<file path="src/rtl/dac_regbank_pkg.sv">
package dac_regbank_pkg;

    // Default geometry of the bank
    localparam int DEF_PAIRS    = 4;
    localparam int DEF_DW       = 13;
    localparam int DEF_HOLD_CYC = 4;

    // Post-write load hold monitor states
    typedef enum logic [1:0] {
        MON_IDLE  = 2'd0,
        MON_WRITE = 2'd1,
        MON_HOLD  = 2'd2
    } mon_state_e;

endpackage

</file>
<file path="src/rtl/dac_sync.sv">
module dac_sync #(
    parameter int           W       = 1,
    parameter logic [W-1:0] RST_VAL = '0
) (
    input  logic         clk,
    input  logic         rst_n,
    input  logic [W-1:0] d,
    output logic [W-1:0] q
);

    logic [W-1:0] meta_q;
    logic [W-1:0] sync_q;

    always_ff @(posedge clk or negedge rst_n) begin
        if (!rst_n) begin
            meta_q <= RST_VAL;
            sync_q <= RST_VAL;
        end else begin
            meta_q <= d;
            sync_q <= meta_q;
        end
    end

    assign q = sync_q;

endmodule

</file>
<file path="src/rtl/dac_chan.sv">
module dac_chan #(
    parameter int            DW       = 13,
    parameter logic [DW-1:0] CLR_CODE = '0
) (
    input  logic          clk,
    input  logic          arst_n,
    input  logic          wr_hit,
    input  logic          ld_act,
    input  logic [DW-1:0] bus,
    output logic [DW-1:0] in_q,
    output logic [DW-1:0] out_q,
    output logic          chg
);

    logic [DW-1:0] in_nx;
    logic [DW-1:0] out_nx;

    // Input stage follows the bus while addressed; output stage follows
    // the next input value so a held load passes write data straight on.
    always_comb begin
        in_nx  = wr_hit ? bus : in_q;
        out_nx = ld_act ? in_nx : out_q;
        chg    = (out_nx != out_q);
    end

    always_ff @(posedge clk or negedge arst_n) begin
        if (!arst_n) begin
            in_q  <= CLR_CODE;
            out_q <= CLR_CODE;
        end else begin
            in_q  <= in_nx;
            out_q <= out_nx;
        end
    end

endmodule

</file>
<file path="src/rtl/dac_hold_mon.sv">
module dac_hold_mon
    import dac_regbank_pkg::*;
#(
    parameter int NP       = 4,
    parameter int HOLD_CYC = 4,
    localparam int CW      = $clog2(HOLD_CYC + 2)
) (
    input  logic          clk,
    input  logic          rst_n,
    input  logic          wr_act,
    input  logic [NP-1:0] ld_act,
    output logic          err
);

    localparam logic [CW-1:0] HOLD_LIM = CW'(HOLD_CYC);

    mon_state_e    state_q, state_d;
    logic [CW-1:0] cnt_q, cnt_d;
    logic [NP-1:0] arm_q, arm_d;
    logic          err_q, err_d;
    logic          early;

    // State register
    always_ff @(posedge clk or negedge rst_n) begin
        if (!rst_n) begin
            state_q <= MON_IDLE;
            cnt_q   <= '0;
            arm_q   <= '0;
            err_q   <= 1'b0;
        end else begin
            state_q <= state_d;
            cnt_q   <= cnt_d;
            arm_q   <= arm_d;
            err_q   <= err_d;
        end
    end

    // Any armed pair whose load has already been released
    assign early = |(arm_q & ~ld_act);

    // Next state and outputs
    always_comb begin
        state_d = state_q;
        cnt_d   = cnt_q;
        arm_d   = arm_q;
        err_d   = err_q;
        unique case (state_q)
            MON_IDLE: begin
                if (wr_act) begin
                    state_d = MON_WRITE;
                    arm_d   = ld_act;
                end
            end
            MON_WRITE: begin
                if (wr_act) begin
                    arm_d = ld_act;
                end else if (arm_q == '0) begin
                    state_d = MON_IDLE;
                end else if (early && (HOLD_CYC > 0)) begin
                    err_d   = 1'b1;
                    state_d = MON_IDLE;
                    arm_d   = '0;
                end else begin
                    cnt_d   = CW'(1);
                    state_d = MON_HOLD;
                end
            end
            MON_HOLD: begin
                if (wr_act) begin
                    state_d = MON_WRITE;
                    arm_d   = ld_act;
                end else if (cnt_q >= HOLD_LIM) begin
                    state_d = MON_IDLE;
                    arm_d   = '0;
                end else if (early) begin
                    err_d   = 1'b1;
                    state_d = MON_IDLE;
                    arm_d   = '0;
                end else begin
                    cnt_d = cnt_q + CW'(1);
                end
            end
            default: begin
                state_d = MON_IDLE;
                arm_d   = '0;
            end
        endcase
    end

    assign err = err_q;

endmodule

</file>
<file path="src/rtl/octal_dac_regbank.sv">
module octal_dac_regbank
    import dac_regbank_pkg::*;
#(
    parameter int NUM_PAIRS = DEF_PAIRS,
    parameter int DW        = DEF_DW,
    parameter int HOLD_CYC  = DEF_HOLD_CYC,
    localparam int NUM_CH   = 2 * NUM_PAIRS,
    localparam int AW       = $clog2(NUM_CH)
) (
    input  logic                 clk,
    input  logic                 rst_n,
    input  logic                 clr_n,
    input  logic                 cs_n,
    input  logic                 wr_n,
    input  logic [AW-1:0]        addr,
    input  logic [DW-1:0]        data,
    input  logic [NUM_PAIRS-1:0] ld_n,
    output logic [NUM_CH*DW-1:0] code_out,
    output logic                 upd_pulse,
    output logic                 hold_err
);

    localparam logic [DW-1:0] CLR_CODE = DW'(1) << (DW - 1);
    localparam int            CTL_W    = 2 + NUM_PAIRS;
    localparam int            BUS_W    = AW + DW;

    // Synchronized bus and strobes
    logic [CTL_W-1:0]     ctl_s;
    logic [BUS_W-1:0]     bus_s;
    logic                 wr_act;
    logic [AW-1:0]        wr_addr;
    logic [DW-1:0]        wr_data;
    logic [NUM_PAIRS-1:0] ld_act;
    logic                 arst_n;

    // Per-channel state
    logic [NUM_CH*DW-1:0] in_flat;
    logic [NUM_CH*DW-1:0] out_flat;
    logic [NUM_CH-1:0]    chg_vec;
    logic                 upd_q;

    dac_sync #(.W(CTL_W), .RST_VAL({CTL_W{1'b1}})) u_sync_ctl (
        .clk   (clk),
        .rst_n (rst_n),
        .d     ({cs_n, wr_n, ld_n}),
        .q     (ctl_s)
    );

    dac_sync #(.W(BUS_W), .RST_VAL({BUS_W{1'b0}})) u_sync_bus (
        .clk   (clk),
        .rst_n (rst_n),
        .d     ({addr, data}),
        .q     (bus_s)
    );

    assign wr_act  = ~ctl_s[CTL_W-1] & ~ctl_s[CTL_W-2];
    assign ld_act  = ~ctl_s[NUM_PAIRS-1:0];
    assign wr_addr = bus_s[BUS_W-1:DW];
    assign wr_data = bus_s[DW-1:0];

    // Clear acts on both register stages without the clock
    assign arst_n = rst_n & clr_n;

    for (genvar k = 0; k < NUM_CH; k++) begin : g_chan
        logic wr_hit;
        assign wr_hit = wr_act && (wr_addr == AW'(k));

        dac_chan #(.DW(DW), .CLR_CODE(CLR_CODE)) u_chan (
            .clk    (clk),
            .arst_n (arst_n),
            .wr_hit (wr_hit),
            .ld_act (ld_act[k/2]),
            .bus    (wr_data),
            .in_q   (in_flat[k*DW +: DW]),
            .out_q  (out_flat[k*DW +: DW]),
            .chg    (chg_vec[k])
        );
    end

    // Change pulse, registered alongside the output stage
    always_ff @(posedge clk or negedge arst_n) begin
        if (!arst_n) begin
            upd_q <= 1'b0;
        end else begin
            upd_q <= |chg_vec;
        end
    end

    dac_hold_mon #(.NP(NUM_PAIRS), .HOLD_CYC(HOLD_CYC)) u_mon (
        .clk    (clk),
        .rst_n  (rst_n),
        .wr_act (wr_act),
        .ld_act (ld_act),
        .err    (hold_err)
    );

    assign code_out  = out_flat;
    assign upd_pulse = upd_q;

endmodule

</file>
<file path="config.mk">
export PLATFORM = sky130hd
export DESIGN_NAME = octal_dac_regbank
export DESIGN_NICKNAME = d
export VERILOG_FILES = /design/src/rtl/dac_regbank_pkg.sv /design/src/rtl/dac_sync.sv /design/src/rtl/dac_chan.sv /design/src/rtl/dac_hold_mon.sv /design/src/rtl/octal_dac_regbank.sv
export SDC_FILE = /design/constraint.sdc
export NUM_CORES = 1
export LEC_CHECK = 0
export BUFFER_PORTS_ARGS = -buffer_cell sky130_fd_sc_hd__buf_2
export CAP_MARGIN = 15
export CORE_MARGIN = 8
export CORE_UTILIZATION = 25
export DETAILED_ROUTE_END_ITERATION = 7
export GPL_TIMING_DRIVEN = 0
export HOLD_SLACK_MARGIN = 0.1
export PLACE_DENSITY = 0.48
export SLEW_MARGIN = 5
export SYNTH_ARGS = -nofsm -noshare
export SYNTH_HDL_FRONTEND = slang
export SYNTH_SLANG_ARGS = --single-unit
</file>
<file path="constraint.sdc">
create_clock -name clk -period 10.1 [get_ports clk]
set_input_delay 2.525 -clock clk [delete_from_list [all_inputs] [get_ports clk]]
set_output_delay 2.525 -clock clk [all_outputs]
set_load 0.02 [all_outputs]
</file>
## Yosys cells after proc, flatten, opt, wreduce, memory -nomap -nowiden

Cells that the tools add are included.

- Add/sub/neg operators: 1
- Reductions and logical operators: 18
- Equality and inequality tests: 26
- Bitwise operators: 7
- Muxes and demuxes: 44
- Order comparisons: 1

Operator list:

| cell | number |
|---|---|
| $mux 13 | 16 |
| $ne 13x13->1 | 8 |
| $mux 4 | 6 |
| $mux 3 | 6 |
| $mux 2 | 7 |
| $ne 2x2->1 const B | 7 |
| $eq 3x3->1 const B | 4 |
| $pmux 4 s3 | 1 |
| $logic_and 1x1->1 | 8 |
| $not 4->4 | 2 |
| $reduce_or 8->1 | 1 |
| $reduce_and 7->1 | 1 |
| $eq 3x2->1 const B | 2 |
| $pmux 2 s3 | 1 |
| $pmux 3 s2 | 1 |
| $mux 1 | 5 |
| $reduce_and 5->1 | 1 |
| $and 4x4->4 | 1 |
| $logic_not 4->1 | 1 |
| $ne 4x2->1 const B | 1 |
| $reduce_or 4->1 | 1 |
| $add 3x1->3 const B | 1 |
| $eq 3x1->1 const B | 1 |
| $ge 3x3->1 const B | 1 |
| 11 further kinds | 13 |

- Register bits after elaboration: 263
- Output and inout port bits: 106
- Bits of input ports: 25
- Logic and storage cells: 122

## Longest topological paths before layout

Gate-level depths: netlist (run 1).

- Word-level depth: 8
- Mapped depth: 11
- Gate-level depth less buffers: 9

## Cells and area by module

From an unflattened synthesis (run 1), not the netlist that was laid out.

- Cell total of the unflattened synthesis: 924
- Area, all modules: 11,094.4 um^2

By module, submodules not included:

| module | cells an instance | area each (um^2) | seq. area each (um^2) | times used |
|---|---|---|---|---|
| dac_chan | 101 | 1,162.4 | 653.1 | 8 |
| dac_sync (u_sync_bus) | 32 | 800.8 | 800.8 | 1 |
| dac_hold_mon | 49 | 531.8 | 250.2 | 1 |
| dac_sync (u_sync_ctl) | 12 | 315.3 | 315.3 | 1 |
| octal_dac_regbank | 23 | 147.6 | 25.0 | 1 |

## Least setup slack after synthesis (run 1)

OpenSTA, ideal clock, no wires.

- Kind: flip-flop to output port
- From: register g_chan[4].u_chan.out_q[12]
- To: output code_out[64]
- Path buffers: 0
- Arrival: 0.578 ns
- Required time: 7.575 ns
- Slack: 6.997 ns
- Cell stages (with the launch flop): 1
- Cell sequence: dfstp_2

RTL lines:

| element | line | source |
|---|---|---|
| from (decl) | dac_chan.sv:11 | `output logic [DW-1:0] out_q,` |
| from (signal assigned) | dac_chan.sv:32 | `out_q <= out_nx;` |
| to (decl) | octal_dac_regbank.sv:18 | `output logic [NUM_CH*DW-1:0] code_out,` |

No word-level cell between the ends.

==> metrics, run 1 <==
global-route wire length before repair 55200 µm; Reg2Reg Depth 6; crit-path max FO roughly 60; Mapped Cells 878; met2 Usage GRT 0.232; vias in the first global route 7948; Post-synth EDFFs 0; Main synth FF type dfrtp_1; post-synth net total 905; Ys Warns 0; hold_buf cts 0; sequential fraction of the synthesis area 0.602; CP Buf/Inv Count 4; Worst path most repeated cell buf_16; Hold Path Depth 0; Placed Instance Area between 0.01 and 0.015 mm²; total power 3.49 mW; Placer Congestion 0.819; Avg Vias per Cell 4.61; Crit path required time 10770 ps; async set-or-reset flop fraction in the synthesized netlist 1.00; Largest delay share family, worst path buffers and inverters; Critical Setup Path Class primary input to async pin; DR iter-0 viols 630; status finished, final reports clean; count of cell types in the netlist about 60; commonest non-fill, non-tap cell in the layout dfrtp_1; later-pin clock latency in the skew report 570 ps; Pwr Density 258 mW/mm²; flop2flop setup slack between 6000 and 7000 ps; buffer count from post-CTS setup fixing 0; Pleak 6.45 nW; CP max stage delay 650 ps; I/O pin count 131; DR vias about 7600; count of state elements after synthesis 263; Clock Path Buffers 3; P&R area growth vs syn 23.3%; row count 77; DRC errors left 0; IO buf count 130; Mean Syn Cell Area approximately 13 µm²; Min-Delay Endpoint u_sync_bus.q[10]; # nets final 1071; ANT nets after route 0; hold_sp u_sync_bus.meta_q[10]; grt met3 use 0.0362; critical path data arrival time 4550 ps; CP Launch Type primary input; setup violators final 0; cts repair resizes 0; Tightest Pin Transition around 830 ps; Congestion Overflow GR 0; hold crit path type register to register; FF-to-FF Start u_sync_ctl.q[1]; Max Clock Skew 24.1 ps; layout cells sized above 1 0.336; Reg2Reg Capture Point g_chan[3].u_chan.out_q[5]; critical-path cell list buf_2 -> buf_12 -> and2_4 -> buf_16 -> buf_16; GRT Util Overall 0.147; initial antenna violation count 0; final hold vios 0; CTS Sinks 263; Hold Slack about 340 ps; Most Crowded Layer GR met2; CTS tree built; Clock H-tree levels 1; Slew Viols, Final 0; met1 Track Usage GR 0.199; RSZ-0062 raised after global routing no; crit share post-route 0.384; CTS Buf Count 30; most frequent cells in the layout 235 x dfrtp_1, 137 x buf_2, 125 x mux2_2, 91 x inv_1, 74 x nor2_1; endpoint class of the critical path async pin; final non-filler cell area 0.0135 mm²; hpwl dp 27600 µm; Core Box Area 0.0438 mm²; die height 226 µm; relative slew slack 0.446; TritonRoute pass-1 iters 4; clk slew on worst S/H paths 60 ps; antenna diode count 0; Root Buffer clkbuf_16; average routed wire per standard cell 22.8 µm; final WL 37800 µm; Initial Util 0.251; Max Cap Violations 0; crit path time final 3880 ps; Die X 226 µm; Slowest-stage cell, CP and2_4; cell area after synthesis approximately 0.011 mm²; FMAX 258 MHz; largest net degree at the start of global routing 60; die area 0.0509 mm²; peak supply drop 0.000125 V
-- worst max path at each step --
stage | cells past startpoint | endpoint | startpoint
after floorplan | 1 | g_chan[0].u_chan.in_q[0] | clr_n
after global placement | 2 | g_chan[2].u_chan.out_q[9] | rst_n
after detailed placement | 5 | g_chan[4].u_chan.in_q[12] | rst_n
after CTS | 5 | g_chan[4].u_chan.in_q[12] | rst_n
after global routing | 5 | g_chan[4].u_chan.out_q[12] | rst_n
final | 5 | g_chan[4].u_chan.out_q[12] | rst_n
-- flip-flops by register name, summed over array words and instances (netlist names) --
name / flops
u_mon.arm_q: 4
u_mon.err: 1
upd_pulse: 1
g_chan.u_chan.out_q: 104
u_sync_ctl.q: 6
g_chan.u_chan.in_q: 104
u_sync_bus.meta_q: 16
u_mon.cnt_q: 3
u_sync_bus.q: 16
u_mon.state_q: 2
u_sync_ctl.meta_q: 6
-- cell usage after synthesis, types with 9 or more instances --
master / count / area [µm²]
inv_1: 91 / 342
a2bb2oi_1: 12 / 105
a21oi_1: 44 / 220
dfstp_2: 28 / 736
nand2_1: 20 / 75.1
mux2_4: 9 / 135
dfrtp_1: 235 / 5880
mux2_2: 125 / 1410
clkbuf_1: 18 / 67.6
nor2_1: 74 / 278
a22oi_1: 16 / 120
mux2i_1: 38 / 380
o22ai_1: 23 / 144
a32oi_1: 9 / 78.8
-- worst register-to-register path, cell delays in order, from the launching register on --
cell	delay [ps]
dfstp_2	540
clkbuf_1	410
clkbuf_1	490
buf_1	680
clkbuf_1	560
clkbuf_1	490
a21oi_1	130
-- stage by stage --
step	setup slack (ps)	util	TNS (ps)	cells
detailed placement	5500	0.285	0	1604
CTS	6090	0.309	0	1659
global route	5890	0.309	0	1659
global placement	-3470	0.282	-676040	1600
floorplan	864	-	0	878
finish	6220	0.309	0	1659
-- power by group --
part	switching (mW)	internal, mW
combinational	0.546	0.334
sequential	0.156	1.28
clock	0.440	0.738
total	1.14	2.35
-- cell type report --
class,count,area [µm²]
multi-input combinational,486,3850
tap,592,741
sequential,263,6620
fill,4490,30300
clock buffer,47,865
timing repair buffer,134,753
clock inverter,8,201
inverter,93,349
buffer,36,170
-- metal layers --
metal | wire length, µm | vias up
met5 | 0 | -
met4 | 1050 | 0
met3 | 2230 | 57
met2 | 17400 | 213
met1 | 17100 | 3918
li1 | - | 3453
-- logic make-up (layout without fill, tap and decap cells) --
family / after synthesis / after routing / synth area share
AND/OR/NAND/NOR: 143 / 143 / 0.0631
AO/OA/AOI/OAI: 159 / 159 / 0.102
multiplexers: 172 / 172 / 0.175
XOR/XNOR: 10 / 10 / 0.00797
buffers and inverters: 129 / 318 / 0.0473
flip-flops: 263 / 263 / 0.602
adder cells (fa/ha/maj): 2 / 2 / 0.00228
Note: power is estimated with default switching activity, not from simulation.
==> inputs of run 2 (changes only) <==
--- a/config.mk
+++ b/config.mk
@@ -12,7 +12,7 @@
 export DETAILED_ROUTE_END_ITERATION = 7
 export GPL_TIMING_DRIVEN = 0
 export HOLD_SLACK_MARGIN = 0.1
-export PLACE_DENSITY = 0.48
+export PLACE_DENSITY = 0.49
 export SLEW_MARGIN = 5
 export SYNTH_ARGS = -nofsm -noshare
 export SYNTH_HDL_FRONTEND = slang
==> constraint.sdc (replaced) <==
create_clock -name clk -period 3.5 [get_ports clk]
set_input_delay 0.875 -clock clk [delete_from_list [all_inputs] [get_ports clk]]
set_output_delay 0.875 -clock clk [all_outputs]
set_load 0.02 [all_outputs]
==> run 2 against run 1 <==
  * Non-clock buffer count grew 1
  * Die area unchanged
  * Via count fell by 0.17%
  * Sequential share of layout area is essentially flat
  * Clock power rose to 2.8 times the previous value
  * Utilization is essentially flat
  * Sequential cell count is the same
  * Critical endpoint is now upd_pulse
==> metrics, run 2 (synthesized netlist as in run 1, its figures left out) <==
later-pin clock latency in the skew report 580 ps; Comb power frac 0.257; GRT Util Overall 0.145; # nets final roughly 1100; Fillers 4500; crit share post-route 0.964; Clock Path Buffers 3; DR vias 7628; total power between 9 and 10 mW; global-route wire length before repair 54500 µm; final WL 37300 µm; ANT nets after route 0; Max Clock Skew 25.7 ps; Top Registers g_chan.u_chan.in_q x104, g_chan.u_chan.out_q x104; die height between 200 and 250 µm; crit path time final 3370 ps; RSZ-0062 raised after global routing no; largest net degree at the start of global routing 59; DRC errors left 0; FMAX 296 MHz; Avg Vias per Cell 4.60; Slew Viols, Final 0; layout cells sized above 1 0.344; relative slew slack 0.456; Initial Util 0.251; Clock power frac 0.328; Placer Congestion 0.842; critical path data arrival time 3740 ps; Core Box Area 0.0438 mm²; dpl cells 1605; buffer count from post-CTS setup fixing 0; CP max stage delay 460 ps; Pwr Density 735 mW/mm²; vias in the first global route 7968; P&R area growth vs syn 23.2%; Final Util 0.309; net load switching power approximately 3.3 mW; CTS Buf Count 30; Congestion Overflow GR 0; Max Cap Violations 0; Internal Power 6.64 mW; FF-to-FF Start u_sync_ctl.q[4]; CP Buf/Inv Count 2; Crit path required time 3860 ps; clk slew on worst S/H paths 60 ps; flop2flop setup slack 130 ps; most frequent cells in the layout 235 x dfrtp_1, 137 x buf_2, 125 x mux2_2, 91 x inv_1, 74 x nor2_1; DR iter-0 viols 643; die area between 0.05 and 0.06 mm²; Root Buffer clkbuf_16; critical-path cell list nor3b_2 -> and3_1 -> buf_6 -> buf_6 -> mux2i_1 -> o22ai_1 -> a221oi_1 -> nand4_1 -> a2111oi_0 -> nand4_1; Die X around 230 µm; TritonRoute pass-1 iters 5; row count 77; CTS tree built; IO buf count 130; average routed wire per standard cell 22.5 µm; final hold vios 0; CP Launch Type register; antenna diode count 0; Reg2Reg Depth 10; Reg2Reg Capture Point upd_pulse; Flop pwr share 0.415; Total Negative Setup Slacks 0 ps; endpoint class of the critical path register; Clock H-tree levels 1; Tightest Pin Transition 816 ps; commonest non-fill, non-tap cell in the layout dfrtp_1; crit-path max FO 10; Sw Ratio 0.333; peak supply drop 0.000393 V; fin cells 1660; initial antenna violation count 1; hold crit path type primary input to async pin; Largest delay share family, worst path simple AND/OR/NAND/NOR gates; hold_buf cts 0; Critical Setup Path Class register to register; status finished, final reports clean; I/O pin count about 130; Slowest-stage cell, CP a2111oi_0; CTS Sinks 263; hpwl dp 27500 µm; setup violators final 0; Pleak 6.45 nW
==> run 2: cell count changes in the layout (fill, tap and decap cells not counted) <==
cell | previous run | this run
a2111oi_0 | 3 | 2
a2111oi_1 | 0 | 1
buf_1 | 6 | 5
buf_12 | 1 | 2
bufinv_16 | 6 | 4
clkbuf_1 | 30 | 23
clkbuf_2 | 0 | 2
clkinv_2 | 1 | 6
clkinvlp_4 | 0 | 3
==> run 2: worst max-delay path by stage <==
stage	startpoint	endpoint	slack (ps)	cells past startpoint
floorplan	rst_n	g_chan[0].u_chan.in_q[0]	720	1
global placement	rst_n	g_chan[2].u_chan.out_q[9]	-1400	2
detailed placement	u_sync_ctl.q[1]	g_chan[3].u_chan.out_q[8]	70	6
CTS	u_sync_ctl.q[1]	g_chan[3].u_chan.out_q[8]	30	6
global route	u_sync_ctl.q[5]	upd_pulse	3	9
finish	u_sync_ctl.q[4]	upd_pulse	130	10
==> run 2: area by class of cell <==
| class | count | area, µm² | area share |
|---|---|---|---|
| multi-input combinational | 486 | 3850 | 0.285 |
| tap | 592 | 741 | 0.0547 |
| clock buffer | 41 | 842 | 0.0622 |
| clock inverter | 14 | 189 | 0.0140 |
| buffer | 36 | 173 | 0.0128 |
| inverter | 93 | 349 | 0.0258 |
| sequential | 263 | 6620 | 0.489 |
| timing repair buffer | 135 | 773 | 0.0571 |
==> run 2: timing repair <==
item,4_1_cts,5_1_grt
hold endpoints to repair,0,0
resized for setup,0,4
endpoints found under the setup margin,0,11
==> run 2: worst reg2reg max path, cell delays in order, from the launching register on <==
cell	delay (ps)
dfstp_2	410
nor3b_2	380
and3_1	250
buf_6	140
buf_6	190
mux2i_1	360
o22ai_1	160
a221oi_1	310
nand4_1	240
a2111oi_0	460
nand4_1	270
==> run 2: metal layers <==
layer,vias to the layer above,routed length [µm],global-route usage
met5,-,0,0
met4,0,908,0.0382
met3,62,2650,0.0426
met2,234,17000,0.229
met1,3877,16800,0.193
li1,3455,-,-
==> run 2: power groups by stage <==
stage | logic, mW | clock network (mW) | registers (mW)
2_1_floorplan | 1.26 | 0 | 4.42
3_3_place_gp | 2.54 | 0 | 4.16
3_5_place_dp | 2.58 | 0 | 4.18
4_1_cts | 2.58 | 3.34 | 4.13
5_1_grt | 2.78 | 3.47 | 4.21
6_report | 2.55 | 3.26 | 4.13
==> run 2: stage by stage <==
stage	cell area, µm²	hold WS, ps	worst slack, ps
after global placement	12400	336	-1400
final	13500	224	125
after global routing	13500	233	2.90
after CTS	13500	212	29.0
after detailed placement	12500	335	71.0
after floorplan	11000	331	719
==> inputs of run 3 (changes only) <==
--- a/config.mk
+++ b/config.mk
@@ -8,11 +8,11 @@
 export BUFFER_PORTS_ARGS = -buffer_cell sky130_fd_sc_hd__buf_2
 export CAP_MARGIN = 15
 export CORE_MARGIN = 8
-export CORE_UTILIZATION = 25
+export CORE_UTILIZATION = 35
 export DETAILED_ROUTE_END_ITERATION = 7
 export GPL_TIMING_DRIVEN = 0
 export HOLD_SLACK_MARGIN = 0.1
-export PLACE_DENSITY = 0.49
+export PLACE_DENSITY = 0.61
 export SLEW_MARGIN = 5
 export SYNTH_ARGS = -nofsm -noshare
 export SYNTH_HDL_FRONTEND = slang
==> run 3 against run 2 <==
  * Total power fell by 0.36%
  * Register-to-register slack barely moved
  * Sequential power barely moved
  * Largest cell class unchanged
  * Utilization rose by 12 points
  * Highest routed layer is now met5
  * Global-route usage rose by 3.9 points
  * Via count rose by 0.77%
  * Die area fell by 27%
  * Routed wire length fell by 8.4%
  * Critical path depth fell by 1
  * Sequential share of layout area rose by 0.94 points
  * Worst hold slack improved by 120 ps
  * Combinational power fell by 2%
==> metrics, run 3 (synthesized netlist as in run 1, its figures left out) <==
fin cells about 1500; die area 0.0373 mm²; antenna diode count 0; Clock H-tree levels 1; TritonRoute pass-1 iters 5; Initial Util 0.352; P&R area growth vs syn 20.9%; dpl cells 1414; critical-path cell list clkbuf_1 -> clkbuf_1 -> clkbuf_1 -> nor2_1 -> a32oi_1 -> nand4_1 -> nor4_1 -> and4b_1 -> nand4_1; setup violators final 0; Pwr Density 746 mW/mm²; flop2flop setup slack about 130 ps; status finished, final reports clean; RSZ-0062 raised after global routing no; hpwl dp 24800 µm; Slowest-stage cell, CP clkbuf_1; die height 193 µm; hold_sp u_sync_bus.meta_q[1]; GRT Util Overall 0.184; Crit path required time 3850 ps; Worst path most repeated cell clkbuf_1; Root Buffer clkbuf_16; Flop pwr share 0.417; FMAX 297 MHz; Comb power frac 0.252; IO buf count between 100 and 150; final WL 34200 µm; Slew Viols, Final 0; CP max stage delay 570 ps; CTS Sinks between 200 and 300; Largest delay share family, worst path buffers and inverters; Core Box Area 0.0312 mm²; DR vias 7687; Clock Path Buffers 3; critical path data arrival time 3720 ps; Setup crit start u_sync_ctl.q[0]; Placer Congestion 0.862; final hold vios 0; Tightest Pin Transition approximately 840 ps; Top Registers g_chan.u_chan.in_q x104, g_chan.u_chan.out_q x104; most frequent cells in the layout 235 x dfrtp_1, 136 x buf_2, 125 x mux2_2, 91 x inv_1, 74 x nor2_1; row count 65; Reg2Reg Capture Point upd_pulse; layout cells sized above 1 0.347; net load switching power 3.23 mW; I/O pin count 131; relative slew slack 0.436; DRC errors left 0; DR iter-0 viols 680; average routed wire per standard cell 23.3 µm; crit path time final 3370 ps; initial antenna violation count 1; Reg2Reg Depth 9; Critical Setup Path Class register to register; Sw Ratio 0.326; clk slew on worst S/H paths 60 ps; later-pin clock latency in the skew report 560 ps; Clock power frac 0.331; commonest non-fill, non-tap cell in the layout dfrtp_1; vias in the first global route 7919; endpoint class of the critical path register; register area 0.00662 mm²; Max Clock Skew roughly 25 ps; global-route wire length before repair approximately 51000 µm; # nets final 1070; total power 9.91 mW; WP depth 9; CP Buf/Inv Count 3; FF-to-FF Start u_sync_ctl.q[0]; Avg Vias per Cell 5.24; CP Launch Type register; setup ws final about 130 ps; Pleak 6.45 nW; CTS tree built; Congestion Overflow GR 0; peak supply drop 0.000487 V; ANT nets after route 0; hold crit path type register to register; crit share post-route 0.962; hold_buf cts 0; crit-path max FO 10; buffer count from post-CTS setup fixing 0; Max Cap Violations 0; CTS Buf Count 29; multi-input logic area 0.00386 mm²; Fillers 3026; pre-CTS setup slack a little over 100 ps; Worst Setup EP upd_pulse; Total Negative Setup Slacks 0 ps; Internal Power 6.68 mW; Die X 193 µm; largest net degree at the start of global routing 56
## run 3: changes by cell type in the layout (fill, tap and decap cells not counted), sizes merged
cell | before | now
clkbuf | 60 | 52
inv | 91 | 92
bufinv | 4 | 6
buf | 152 | 151
clkinv | 9 | 14
clkinvlp | 3 | 2
## run 3: power by group through the flow
stage | sequential (mW) | combinational, mW | clock [mW]
floorplan | 4.42 | 1.26 | 0
global placement | 4.15 | 2.46 | 0
detailed placement | 4.18 | 2.50 | 0
CTS | 4.13 | 2.52 | 3.33
global route | 4.21 | 2.71 | 3.47
finish | 4.13 | 2.50 | 3.28
## run 3: worst min-delay path by stage
stage,endpoint,slack [ps],depth (start not counted)
finish,u_sync_bus.q[1],350,0
global route,u_sync_bus.q[12],350,0
CTS,u_sync_bus.q[15],350,0
detailed placement,u_sync_bus.q[15],330,0
global placement,u_sync_bus.q[3],330,0
floorplan,u_sync_bus.q[0],330,0
## run 3: what timing repair did
action                                  4_1_cts  5_1_grt
hold endpoints to repair                      0        0
endpoints found under the setup margin        0       11
gates resized for setup                       0        3
## run 3: per-layer routing
metal / wire, µm / vias to the layer above / track usage / share of wire
li1: - / 3452 / - / -
met1: 15000 / 3875 / 0.249 / 0.44
met2: 15300 / 280 / 0.286 / 0.45
met3: 2550 / 78 / 0.0403 / 0.075
met4: 1390 / 2 / 0.0749 / 0.041
met5: 12 / - / 0 / 0.00035
## run 3: layout make-up
cell class	count	area share
buffer	36	0.0129
inverter	93	0.0263
clock inverter	21	0.0199
multi-input combinational	486	0.290
timing repair buffer	134	0.0563
sequential	263	0.498
tap	402	0.0379
clock buffer	33	0.0580
## run 3: metrics by stage
step	utilization	instance area, µm²	hold WS (ps)
after CTS	0.425	13300	348
final	0.425	13300	347
after detailed placement	0.392	12200	335
after global routing	0.425	13300	352
after global placement	0.389	12100	335
after floorplan	-	11000	331
